==> src/rtl/pwmb_pkg.sv <==
package pwmb_pkg;
    localparam int ADDR_CTRL = 0;
    localparam int ADDR_BRK  = 1;
    localparam int ADDR_PER  = 2;
    localparam int ADDR_CMP0 = 3;

    localparam int CTRL_RUN  = 0;
    localparam int CTRL_LEN  = 1;
    localparam int CTRL_CLR  = 2;
    localparam int CTRL_XFER = 6;
    localparam int CTRL_LST  = 7;

    localparam int BRK_MODE_HI = 7;
    localparam int BRK_POL     = 6;
    localparam int BRK_MODE_LO = 5;
    localparam int BRK_EN      = 4;

    typedef enum logic [1:0] {
        BM_ALWAYS = 2'b00,
        BM_IDLE   = 2'b01,
        BM_PIN    = 2'b10,
        BM_RSVD   = 2'b11
    } brake_mode_e;
endpackage

==> src/rtl/pwmb_regs.sv <==
module pwmb_regs
    import pwmb_pkg::*;
#(
    parameter int NCH = 4,
    parameter int DW  = 8,
    parameter int AW  = 3
) (
    input  logic                    clk,
    input  logic                    rst_n,
    input  logic                    wr_en,
    input  logic [AW-1:0]           wr_addr,
    input  logic [DW-1:0]           wr_data,
    input  logic [AW-1:0]           rd_addr,
    output logic [DW-1:0]           rd_data,
    input  logic                    latch_i,
    output logic                    run_o,
    output logic                    len_o,
    output logic                    clr_o,
    output logic [7:0]              cfg_o,
    output logic [DW-1:0]           cnt_o,
    output logic [NCH-1:0][DW-1:0]  cmp_o
);
    typedef struct packed {
        logic                   run;
        logic                   len;
        logic                   xfer;
        logic [7:0]             cfg;
        logic [DW-1:0]          sper;
        logic [DW-1:0]          aper;
        logic [DW-1:0]          cnt;
        logic [NCH-1:0][DW-1:0] scmp;
        logic [NCH-1:0][DW-1:0] acmp;
    } regs_t;

    regs_t s_d, s_q;
    logic  ctrl_wr, wrap, load;

    always_comb begin
        s_d     = s_q;
        ctrl_wr = wr_en && (wr_addr == AW'(ADDR_CTRL));
        wrap    = s_q.run && (s_q.cnt == s_q.aper);
        load    = s_q.xfer && (!s_q.run || wrap);

        if (!s_q.run || wrap) s_d.cnt = '0;
        else                  s_d.cnt = s_q.cnt + 1'b1;

        if (load) begin
            s_d.aper = s_q.sper;
            s_d.acmp = s_q.scmp;
            s_d.xfer = 1'b0;
        end

        if (ctrl_wr) begin
            s_d.run = wr_data[CTRL_RUN];
            s_d.len = wr_data[CTRL_LEN];
            if (wr_data[CTRL_XFER]) s_d.xfer = 1'b1;
        end
        if (wr_en && wr_addr == AW'(ADDR_BRK)) s_d.cfg  = wr_data[7:0];
        if (wr_en && wr_addr == AW'(ADDR_PER)) s_d.sper = wr_data;
        for (int i = 0; i < NCH; i++) begin
            if (wr_en && wr_addr == AW'(ADDR_CMP0 + i)) s_d.scmp[i] = wr_data;
        end
    end

    always_ff @(posedge clk or negedge rst_n) begin
        if (!rst_n) s_q <= '0;
        else        s_q <= s_d;
    end

    always_comb begin
        rd_data = '0;
        if (rd_addr == AW'(ADDR_CTRL)) begin
            rd_data[CTRL_RUN]  = s_q.run;
            rd_data[CTRL_LEN]  = s_q.len;
            rd_data[CTRL_XFER] = s_q.xfer;
            rd_data[CTRL_LST]  = latch_i;
        end else if (rd_addr == AW'(ADDR_BRK)) begin
            rd_data[7:0] = s_q.cfg;
        end else if (rd_addr == AW'(ADDR_PER)) begin
            rd_data = s_q.sper;
        end else begin
            for (int i = 0; i < NCH; i++) begin
                if (rd_addr == AW'(ADDR_CMP0 + i)) rd_data = s_q.scmp[i];
            end
        end
    end

    assign run_o = s_q.run;
    assign len_o = s_q.len;
    assign clr_o = ctrl_wr && wr_data[CTRL_CLR];
    assign cfg_o = s_q.cfg;
    assign cnt_o = s_q.cnt;
    assign cmp_o = s_q.acmp;

    // counter never passes the active period
    a_r2_cnt_bound: assert property (@(posedge clk) disable iff (!rst_n)
        s_q.cnt <= s_q.aper);
    // a stopped generator parks the counter at zero
    a_r2_stopped_zero: assert property (@(posedge clk) disable iff (!rst_n)
        !s_q.run |=> s_q.cnt == '0);
    // while stopped a pending transfer completes on the next cycle
    a_r3_idle_load: assert property (@(posedge clk) disable iff (!rst_n)
        (s_q.xfer && !s_q.run && !ctrl_wr) |=> !s_q.xfer);
    // while running a pending transfer waits for the wrap
    a_r3_wait_wrap: assert property (@(posedge clk) disable iff (!rst_n)
        (s_q.xfer && s_q.run && s_q.cnt != s_q.aper) |=> s_q.xfer);
endmodule

==> src/rtl/pwmb_brake.sv <==
module pwmb_brake
    import pwmb_pkg::*;
(
    input  logic       clk,
    input  logic       rst_n,
    input  logic       pin_i,
    input  logic [7:0] cfg_i,
    input  logic       run_i,
    input  logic       len_i,
    input  logic       clr_i,
    output logic       brake_o,
    output logic       latch_o
);
    typedef struct packed {
        logic s1;
        logic s2;
        logic latch;
    } brk_t;

    brk_t        b_d, b_q;
    logic        pin_act, pin_src;
    brake_mode_e mode;

    always_comb begin
        b_d      = b_q;
        b_d.s1   = pin_i;
        b_d.s2   = b_q.s1;
        pin_act  = (b_q.s2 == cfg_i[BRK_POL]);
        pin_src  = pin_act || b_q.latch;
        mode     = brake_mode_e'({cfg_i[BRK_MODE_HI], cfg_i[BRK_MODE_LO]});

        if (clr_i)                 b_d.latch = 1'b0;
        else if (len_i && pin_act) b_d.latch = 1'b1;

        brake_o = 1'b0;
        if (cfg_i[BRK_EN]) begin
            unique case (mode)
                BM_ALWAYS: brake_o = 1'b1;
                BM_IDLE:   brake_o = !run_i;
                BM_PIN:    brake_o = pin_src;
                BM_RSVD:   brake_o = 1'b0;
            endcase
        end
    end

    always_ff @(posedge clk or negedge rst_n) begin
        if (!rst_n) b_q <= '0;
        else        b_q <= b_d;
    end

    assign latch_o = b_q.latch;

    // latch stays set until a clear write
    a_r10_latch_hold: assert property (@(posedge clk) disable iff (!rst_n)
        (b_q.latch && !clr_i) |=> b_q.latch);
    // an active pin with latching enabled captures the latch
    a_r10_latch_set: assert property (@(posedge clk) disable iff (!rst_n)
        (len_i && (b_q.s2 == cfg_i[BRK_POL]) && !clr_i) |=> b_q.latch);
endmodule

==> src/rtl/pwmb_chan.sv <==
module pwmb_chan #(
    parameter int DW = 8
) (
    input  logic          clk,
    input  logic          rst_n,
    input  logic [DW-1:0] cnt_i,
    input  logic [DW-1:0] cmp_i,
    input  logic          brake_i,
    input  logic          level_i,
    output logic          pwm_o
);
    typedef struct packed {
        logic pwm;
    } chan_t;

    chan_t c_d, c_q;

    always_comb begin
        c_d     = c_q;
        c_d.pwm = brake_i ? level_i : (cnt_i < cmp_i);
    end

    always_ff @(posedge clk or negedge rst_n) begin
        if (!rst_n) c_q <= '0;
        else        c_q <= c_d;
    end

    assign pwm_o = c_q.pwm;

    // a braked cycle yields the programmed level on the next cycle
    a_r9_forced_level: assert property (@(posedge clk) disable iff (!rst_n)
        brake_i |=> pwm_o == $past(level_i));
    // a zero compare never produces a high output
    a_r2_zero_low: assert property (@(posedge clk) disable iff (!rst_n)
        (!brake_i && cmp_i == '0) |=> !pwm_o);
endmodule

==> src/rtl/pwmb_top.sv <==
module pwmb_top #(
    parameter int NCH = 4,
    parameter int DW  = 8,
    localparam int AW = $clog2(NCH + 3)
) (
    input  logic           clk,
    input  logic           rst_n,
    input  logic           wr_en,
    input  logic [AW-1:0]  wr_addr,
    input  logic [DW-1:0]  wr_data,
    input  logic [AW-1:0]  rd_addr,
    output logic [DW-1:0]  rd_data,
    input  logic           brake_pin,
    output logic [NCH-1:0] pwm_o
);
    logic                   run, len, clr, brake, latch;
    logic [7:0]             cfg;
    logic [DW-1:0]          cnt;
    logic [NCH-1:0][DW-1:0] cmp;

    pwmb_regs #(.NCH(NCH), .DW(DW), .AW(AW)) u_regs (
        .clk     (clk),
        .rst_n   (rst_n),
        .wr_en   (wr_en),
        .wr_addr (wr_addr),
        .wr_data (wr_data),
        .rd_addr (rd_addr),
        .rd_data (rd_data),
        .latch_i (latch),
        .run_o   (run),
        .len_o   (len),
        .clr_o   (clr),
        .cfg_o   (cfg),
        .cnt_o   (cnt),
        .cmp_o   (cmp)
    );

    pwmb_brake u_brake (
        .clk     (clk),
        .rst_n   (rst_n),
        .pin_i   (brake_pin),
        .cfg_i   (cfg),
        .run_i   (run),
        .len_i   (len),
        .clr_i   (clr),
        .brake_o (brake),
        .latch_o (latch)
    );

    for (genvar g = 0; g < NCH; g++) begin : g_chan
        pwmb_chan #(.DW(DW)) u_chan (
            .clk     (clk),
            .rst_n   (rst_n),
            .cnt_i   (cnt),
            .cmp_i   (cmp[g]),
            .brake_i (brake),
            .level_i (cfg[g]),
            .pwm_o   (pwm_o[g])
        );
    end
endmodule

==> config.mk <==
export PLATFORM = sky130hd
export DESIGN_NAME = pwmb_top
export DESIGN_NICKNAME = d
export VERILOG_FILES = /design/src/rtl/pwmb_pkg.sv /design/src/rtl/pwmb_regs.sv /design/src/rtl/pwmb_brake.sv /design/src/rtl/pwmb_chan.sv /design/src/rtl/pwmb_top.sv
export SDC_FILE = /design/constraint.sdc
export NUM_CORES = 1
export LEC_CHECK = 0
export ABC_AREA = 0
export BUFFER_PORTS_ARGS = -buffer_cell sky130_fd_sc_hd__buf_4
export CORE_MARGIN = 3
export CORE_UTILIZATION = 53
export CTS_CLUSTER_DIAMETER = 100
export DETAILED_ROUTE_END_ITERATION = 10
export HOLD_SLACK_MARGIN = 0.15
export PLACE_DENSITY_LB_ADDON = 0.3
export SYNTH_ARGS = -nofsm -noshare
export SYNTH_HDL_FRONTEND = slang
export SYNTH_SLANG_ARGS = --single-unit
==> constraint.sdc <==
create_clock -name clk -period 3.3 [get_ports clk]
set_input_delay 0.165 -clock clk [delete_from_list [all_inputs] [get_ports clk]]
set_output_delay 0.165 -clock clk [all_outputs]
set_load 0.01 [all_outputs]
==> flow_summary.toml, run 1 <==
[run_status]
status = "complete, no violations"

[sta]
period_share_pct = 69.7
finalHoldViolCount = 0
rsz0062_at_grt = "false"
period_needed_ns = 2.30
fin_skew_ns = 0.00643
setup_viol = 0
finalMaxSlewViolations = 0
slew_headroom_pct = 20.4
holdWs_ns = 0.217
worst_slew_pin_slew_ns = 1.19
max_freq_mhz = 435
finalSetupTns_ns = 0

[global_route]
busiest_layer = "met2"
overflow = 0
grt_util_met2_pct = 40.0
use_met3_pct = 4.97
grt_pass1_vias = 4846
grt_pass1_wl_mm = 26.6
antenna_found_initial = 0
track_usage_pct = 26.3
grt_start_max_net_pins = 83
use_met1_pct = 37.7

[routing]
dr.pass1.iters = 5
vias_per_cell = 6.41
drt_wl_total_mm = 16.1
vias = 4815
routedWlPerCell_um = 21.4
detail-route-antenna-nets = 0
drc = 0
drt_first_iter_violations = 377

[synth]
yosys_warnings = 0
avgSynthCellArea_um2 = 10.5
syn_inst = 591
ys_ff_latch = 106
synth_flop_cell = "dfrtp_1"
syn-num-nets = 638
ys_seq_area_share_pct = 42.6
synth_edf_count = 0
synth.distinct_cells = 47
synthesis.area_um2 = 6220
synth-async-reset-ratio_pct = 100

[placement]
dp_hpwl_mm = 11.3
io_buffers = 29
gp_congestion = 0.996

[finish]
drive_above_1_share_pct = 23.4
layout_common_cells = "105 x dfrtp_1, 52 x nand2b_1, 48 x nand2_1"
antenna_cells = 0
area_delta_synth_final_pct = 9.84
nets = 653
layout_commonest_cell = "dfrtp_1"
fin_util_pct = 61.1

[power]
switchingPower_w = 0.00125
ir_worst_vdd_v = 0.000406
seqPwrFrac_pct = 48.0
combPwrFrac_pct = 24.6
p_leak_nw = 3.07
swShare_pct = 33.7
powerDensity_nw_per_um2 = 542
fin_total_pwr_w = 0.00371
p_int_w = 0.00246
clkPwrFrac_pct = 27.5

[clock_network]
cts-htree-levels = 3
clockRootBuffer = "clkbuf_16"
ctsResizeCount = 0
cts.path.max_buffers = 2
cts_hold_buf = 10
clkTransAtPathRegs_ns = 0.07
clk_latency_ns = 0.36
clock_sinks = 106
cts_made_buffers = 9
postCtsSetupBuffers = 0
tritoncts = "yes"

[floorplanning]
initial_core_util_pct = 55.7
coreArea_um2 = 11200
dieArea_um2 = 13100
io_pins = 30
die-height_um = 114
fp.dieW_um = 114
num_rows = 38

[setup_path]
worst_ep_arrival_time_ns = 2.56
cp-end-kind = "flop"
worstReg2RegEnd = "u_regs.s_q[96]"
rr_startpoint = "u_regs.cnt_o[6]"
crit_fanout = 24
worst_ep_required_time_ns = 3.55
criticalPathCategory = "reg -> reg"
reg2reg_slack_ns = 1.0
start_kind = "flop"
rr_worst_depth = 5

[hold_path]
holdPathEnd = "u_regs.cfg_o[4]"
hp-start = "wr_addr[1]"
hp-class = "in -> reg"
hold_depth = 4

[job]
max-cap-violations = 0
cell type report:
type,instances,area (µm²)
Inverter,43,161
Clock buffer,10,229
Multi-Input combinational cell,398,3180
Sequential cell,106,2650
Fill cell,901,4340
Timing Repair Buffer,48,385
Clock inverter,6,42.5
Tap cell,140,175
Yosys cell counts, drive strengths merged, types with 4 or more instances:
master     n  area, µm²
a221oi     4       35.0
mux2      49        552
nand2b    52        325
a22o       4       35.0
xnor2     10       87.6
o2111ai    4       35.0
a31oi      5       31.3
clkbuf    27        101
dfrtp    106       2650
nand3      9       45.0
inv       43        161
buf       17        120
nand2     48        180
o21ai     19       95.1
a21oi     15       75.1
a211oi    12       90.1
ha        29        363
o211ai    83        823
xor2       5       43.8
o221ai     5       43.8
nor2       8       30.0
worst max-delay path, stage by stage (launching register included):
cell	delay, ns
dfrtp_1	0.47
xnor2_1	0.25
nand4_2	0.53
o21a_2	0.42
buf_4	0.25
a22o_1	0.27
through the flow:
stage / instances / setup WS [ns] / instance area [µm²]
floorplan: 591 / 1.82 / 6220
CTS: 751 / 1.03 / 6830
detailed placement: 725 / 1.06 / 6460
global route: 751 / 0.861 / 6830
finish: 751 / 0.999 / 6830
global placement: 725 / 1.08 / 6460
power by group through the flow:
stage,combinational [W],clock (W),sequential (W)
floorplan,0.000718,0,0.00168
global placement,0.000869,0,0.00177
detailed placement,0.000898,0,0.00179
CTS,0.000913,0.00104,0.00177
global route,0.00102,0.00109,0.00181
finish,0.000910,0.00102,0.00178
kinds of logic after synthesis:
group | count (synthesis) | synth area share, %
XOR/XNOR | 15 | 2.11
adder cells (fa/ha/maj) | 29 | 5.83
flip-flops | 106 | 42.6
AO/OA/AOI/OAI | 168 | 22.5
multiplexers | 50 | 9.03
AND/OR/NAND/NOR | 136 | 11.7
buffers and inverters | 87 | 6.16
how the worst max path moves through the flow:
stage | startpoint | end | slack [ns]
floorplan | u_regs.cnt_o[1] | u_regs.cmp_o[0] | 1.82
global placement | u_regs.cnt_o[5] | u_regs.s_q[96] | 1.08
detailed placement | u_regs.cnt_o[6] | u_regs.s_q[96] | 1.06
CTS | u_regs.cnt_o[0] | u_regs.s_q[96] | 1.03
global route | u_regs.cnt_o[0] | u_regs.s_q[96] | 0.86
finish | u_regs.cnt_o[6] | u_regs.s_q[96] | 1.0
state kept, by name (all words and copies together) (netlist names):
name and count:
u_regs.s_q 49, u_regs.cmp_o 32, u_regs.cfg_o 8, u_regs.cnt_o 8, g_chan.u_chan.pwm_o 4, u_brake.b_d 1
u_brake.b_q 1, u_brake.latch_o 1, u_regs.len_o 1, u_regs.run_o 1
routing by layer:
metal / wire length [µm] / vias to the layer above
met1: 7200 / 2401
met3: 1010 / 38
met4: 498 / 0
met5: 0 / -
li1: - / 2173
met2: 7350 / 203
Note: power is estimated with default switching activity, not from simulation.
==> run 2: changes to the inputs <==
clock period = 2.1 ns   (was 3.3 ns; I/O delays follow)
==> flow_summary.toml, run 2 (same netlist as run 1, synthesis figures left out) <==
[clock_network]
postCtsSetupBuffers = 0
clkTransAtPathRegs_ns = 0.07
cts-htree-levels = 3
cts_made_buffers = 9
clockRootBuffer = "clkbuf_16"
cts.path.max_buffers = 2
clk_latency_ns = 0.35
tritoncts = "yes"
clock_sinks = 106

[floorplanning]
coreArea_um2 = 11200
fp.dieW_um = 114
initial_core_util_pct = 55.7
num_rows = 38
die-height_um = 114
io_pins = 30
dieArea_um2 = 13100

[sta]
worst_slew_pin_slew_ns = 0.793
slew_headroom_pct = 47.1
period_share_pct = 87.9
max_freq_mhz = 541
setup_viol = 0
period_needed_ns = 1.85
fin_skew_ns = 0.00740
finalSetupTns_ns = 0
finalMaxSlewViolations = 0
fin_ws_ns = 0.253
finalHoldViolCount = 0
rsz0062_at_grt = "false"
holdWs_ns = 0.160

[routing]
maxUsedRoutingLayer = "met4"
detail-route-antenna-nets = 0
dr.pass1.iters = 5
vias = 4788
routedWlPerCell_um = 20.2
drt_first_iter_violations = 277
drt_wl_total_mm = 15.3
wl_met2_mm = 7.14
met3_length_um = 812
drt-met1-wl_mm = 6.94
drc = 0
vias_per_cell = 6.32

[placement]
gp_congestion = 0.928
dp_hpwl_mm = 10.8
dp.cells = 731
io_buffers = 29
dp_slack_ns = 0.335

[finish]
drive_above_1_share_pct = 24.3
stdcell_count = 757
fill_cells = 866
nets = 659
area_delta_synth_final_pct = 11.5
layout_commonest_cell = "dfrtp_1"
largest_reg_flops = 49
layout_common_cells = "105 x dfrtp_1, 52 x nand2b_1, 48 x nand2_1"
antenna_cells = 0
multi_input_area_um2 = 3180
regArea_um2 = 2650
regMostFlops = "u_regs.s_q"

[global_route]
overflow = 0
grt_start_max_net_pins = 48
track_usage_pct = 24.6
antenna_found_initial = 0
grt_pass1_vias = 4827
grt_pass1_wl_mm = 25.1

[hold_path]
hp-class = "in -> reg"
holdPathEnd = "u_regs.cfg_o[4]"
hold_depth = 4
hp-start = "wr_addr[1]"

[setup_path]
criticalPathCategory = "reg -> out"
slowest_delay_ns = 0.42
start_kind = "flop"
crit_fanout = 3
cp-end-kind = "output port"
worst_ep_arrival_time_ns = 1.74
timing.critical_path.cells = "mux2_2 > a221oi_1 > o21ai_0 > buf_4"
cp_slowest_cell = "dfrtp_1"
worst_ep_required_time_ns = 2.00
rr_startpoint = "u_regs.cnt_o[1]"
rr_worst_depth = 5
reg2reg_slack_ns = 0.30
worstReg2RegEnd = "u_regs.cmp_o[19]"

[job]
max-cap-violations = 0

[power]
fin_total_pwr_w = 0.00597
p_leak_nw = 3.13
powerDensity_nw_per_um2 = 861
ir_worst_vdd_v = 0.000473

[run_status]
status = "complete, no violations"
==> run 2: where the power goes <==
part / total [W] / switching [W] / internal [W]
Clock: 0.00173 / 0.000794 / 0.000936
Combinational: 0.00147 / 0.000791 / 0.000679
Sequential: 0.00277 / 0.000369 / 0.00240
Total: 0.00597 / 0.00195 / 0.00401
==> run 2: cell type report <==
cell class	count	share of cell area, %
inverters	43	2.33
clock buffers	9	3.25
clock inverters	7	1.12
repair buffers	54	6.57
multi-input cells	398	45.9
flip-flops and latches	106	38.3
well taps	140	2.53
==> run 2: metal layers <==
layer | global-route usage [%] | up-vias
li1 | - | 2181
met1 | 35.1 | 2414
met2 | 37.9 | 162
met3 | 3.96 | 31
met4 | 8.95 | 0
met5 | 0 | -
==> run 2: critical path: cells and delay by family (launching register included) <==
| kind | cells | cell delay [ns] |
|---|---|---|
| buf+inv | 1 | 0.19 |
| mux | 1 | 0.28 |
| flops | 1 | 0.42 |
| compound gates | 2 | 0.51 |
==> run 2: how the worst max path moves through the flow <==
stage	startpoint	to	slack, ns	depth (start not counted)
after floorplan	u_regs.cnt_o[1]	u_regs.cmp_o[0]	0.62	5
after global placement	u_regs.cnt_o[1]	u_regs.cmp_o[29]	0.39	5
after detailed placement	u_regs.cnt_o[1]	u_regs.cmp_o[3]	0.33	5
after CTS	u_regs.s_q[40]	rd_data[0]	0.23	4
after global routing	u_regs.s_q[57]	rd_data[1]	0.19	4
final	u_regs.s_q[40]	rd_data[0]	0.25	4
==> run 2: stage by stage <==
step	utilization, %	area, µm²
5_1_grt	62.0	6930
3_3_place_gp	58.4	6530
6_report	62.0	6930
4_1_cts	62.0	6930
2_1_floorplan	-	6220
3_5_place_dp	58.4	6530
==> run 2: repair_timing <==
action,in CTS,in global routing
endpoints found under the setup margin,0,0
resized for setup,0,0
hold buffers,10,0
endpoints found under the hold margin,122,0
==> run 3: changes to the inputs <==
ABC_AREA = not set   (was 0)
clock period = 1.65 ns   (was 2.1 ns; I/O delays follow)
==> flow_summary.toml, run 3 (same netlist as run 1, synthesis figures left out) <==
[run_status]
status = "complete, no violations"

[sta]
finalHoldViolCount = 0
period_share_pct = 99.4
max_freq_mhz = 610
setup_viol = 0
fin_skew_ns = 0.00868
worst_slew_pin_slew_ns = 0.633
slew_headroom_pct = 57.7
holdWs_ns = 0.205
period_needed_ns = 1.64
finalMaxSlewViolations = 0
rsz0062_at_grt = "true"

[setup_path]
reg2reg_slack_ns = 0.02
start_kind = "flop"
rr_startpoint = "u_regs.cnt_o[2]"
slowest_delay_ns = 0.39
cp-end-kind = "output port"
worstReg2RegEnd = "g_chan[1].u_chan.pwm_o"
crit_fanout = 2
criticalPathCategory = "reg -> out"
rr_worst_depth = 5
worst_ep_required_time_ns = 1.57
timing.critical_path.cells = "mux2_4 > a221oi_4 > o21ai_2 > buf_4"
worst_ep_arrival_time_ns = 1.56
cp_slowest_cell = "dfrtp_1"

[floorplanning]
dieArea_um2 = 13100
coreArea_um2 = 11200
num_rows = 38
fp.dieW_um = 114
die-height_um = 114
initial_core_util_pct = 55.7
io_pins = 30

[clock_network]
clkTransAtPathRegs_ns = 0.07
clk_latency_ns = 0.36
tritoncts = "yes"
clockRootBuffer = "clkbuf_16"
cts-htree-levels = 3
cts_made_buffers = 9
cts.path.max_buffers = 2
clock_sinks = 106

[power]
p_leak_nw = 3.36
fin_total_pwr_w = 0.00801
powerDensity_nw_per_um2 = 1080
ir_worst_vdd_v = 0.000762

[routing]
drc = 0
dr.pass1.iters = 5
routedWlPerCell_um = 21.1
vias = 4977
detail-route-antenna-nets = 0
vias_per_cell = 6.32
drt_first_iter_violations = 380
drt_wl_total_mm = 16.7

[finish]
drive_above_1_share_pct = 30.6
regMostFlops = "u_regs.s_q"
stdcell_count = 788
nets = 690
layout_common_cells = "102 x dfrtp_1, 66 x buf_4, 52 x nand2b_1"
largest_reg_flops = 49
design_area_um2 = 7390
layout_commonest_cell = "dfrtp_1"
area_delta_synth_final_pct = 18.8
antenna_cells = 0

[hold_path]
hold_depth = 4
holdPathEnd = "u_brake.latch_o"
hp-start = "wr_addr[0]"
hp-class = "in -> reg"

[global_route]
antenna_found_initial = 0
track_usage_pct = 26.2
grt_pass1_wl_mm = 26.4
grt_start_max_net_pins = 42
grt_pass1_vias = 4840
overflow = 0

[job]
max-cap-violations = 0

[placement]
dp.cells = 747
dp_hpwl_mm = 11.3
io_buffers = 29
gp_congestion = 1.00
dpl_cell_area_um2 = 6700
run 3: cell type report:
| cell class | count | area [µm²] |
|---|---|---|
| Fill cell | 830 | 3780 |
| Timing Repair Buffer | 85 | 772 |
| Sequential cell | 106 | 2660 |
| Clock buffer | 9 | 225 |
| Inverter | 43 | 161 |
| Multi-Input combinational cell | 398 | 3320 |
| Clock inverter | 7 | 81.3 |
| Tap cell | 140 | 175 |
run 3: worst max-delay path by stage:
| stage | from | endpoint | cells past startpoint |
|---|---|---|---|
| after floorplan | u_regs.cnt_o[1] | u_regs.cmp_o[0] | 5 |
| after global placement | u_regs.cnt_o[7] | u_regs.cmp_o[24] | 5 |
| after detailed placement | u_regs.cnt_o[1] | u_regs.cnt_o[6] | 6 |
| after CTS | u_regs.s_q[63] | rd_data[7] | 4 |
| after global routing | u_regs.s_q[40] | rd_data[0] | 4 |
| final | u_regs.s_q[40] | rd_data[0] | 4 |
run 3: power breakdown:
group	internal [W]	switching (W)	total, W	leakage, nW
Sequential	0.00305	0.000453	0.00351	1.16
Combinational	0.00107	0.00117	0.00224	2.05
Clock	0.00121	0.00105	0.00226	0.153
Total	0.00533	0.00268	0.00801	3.36
run 3: worst max-delay path: cells and delay by family (launching register included):
kind / cells / cell delay, ns
flops: 1 / 0.39
buf+inv: 1 / 0.14
mux: 1 / 0.29
compound gates: 2 / 0.38
run 3: per-stage QoR:
step,util (%),setup TNS (ns),worst slack [ns]
final,66.1,0,0.00945
after CTS,64.8,-0.00751,-0.00693
after global routing,66.1,-0.161,-0.0232
after floorplan,-,0,0.171
after detailed placement,60.0,-0.107,-0.0259
after global placement,60.0,0,0.0134
run 3: routing by layer:
metal  vias to the layer above  global-route usage (%)  wire length [µm]
met4                         0                    10.1               474
met2                       198                    40.2              7780
met1                      2500                    37.9              7470
met5                         -                       0                 0
met3                        37                    3.38               941
li1                       2242                       -                 -
run 3: timing repair:
item,4_1_cts,5_1_grt
hold buffers,10,0
cloned,0,1
endpoints found under the setup margin,21,47
endpoints found under the hold margin,159,0
gates resized for setup,18,14
pin swaps,6,11
setup buffers,6,8
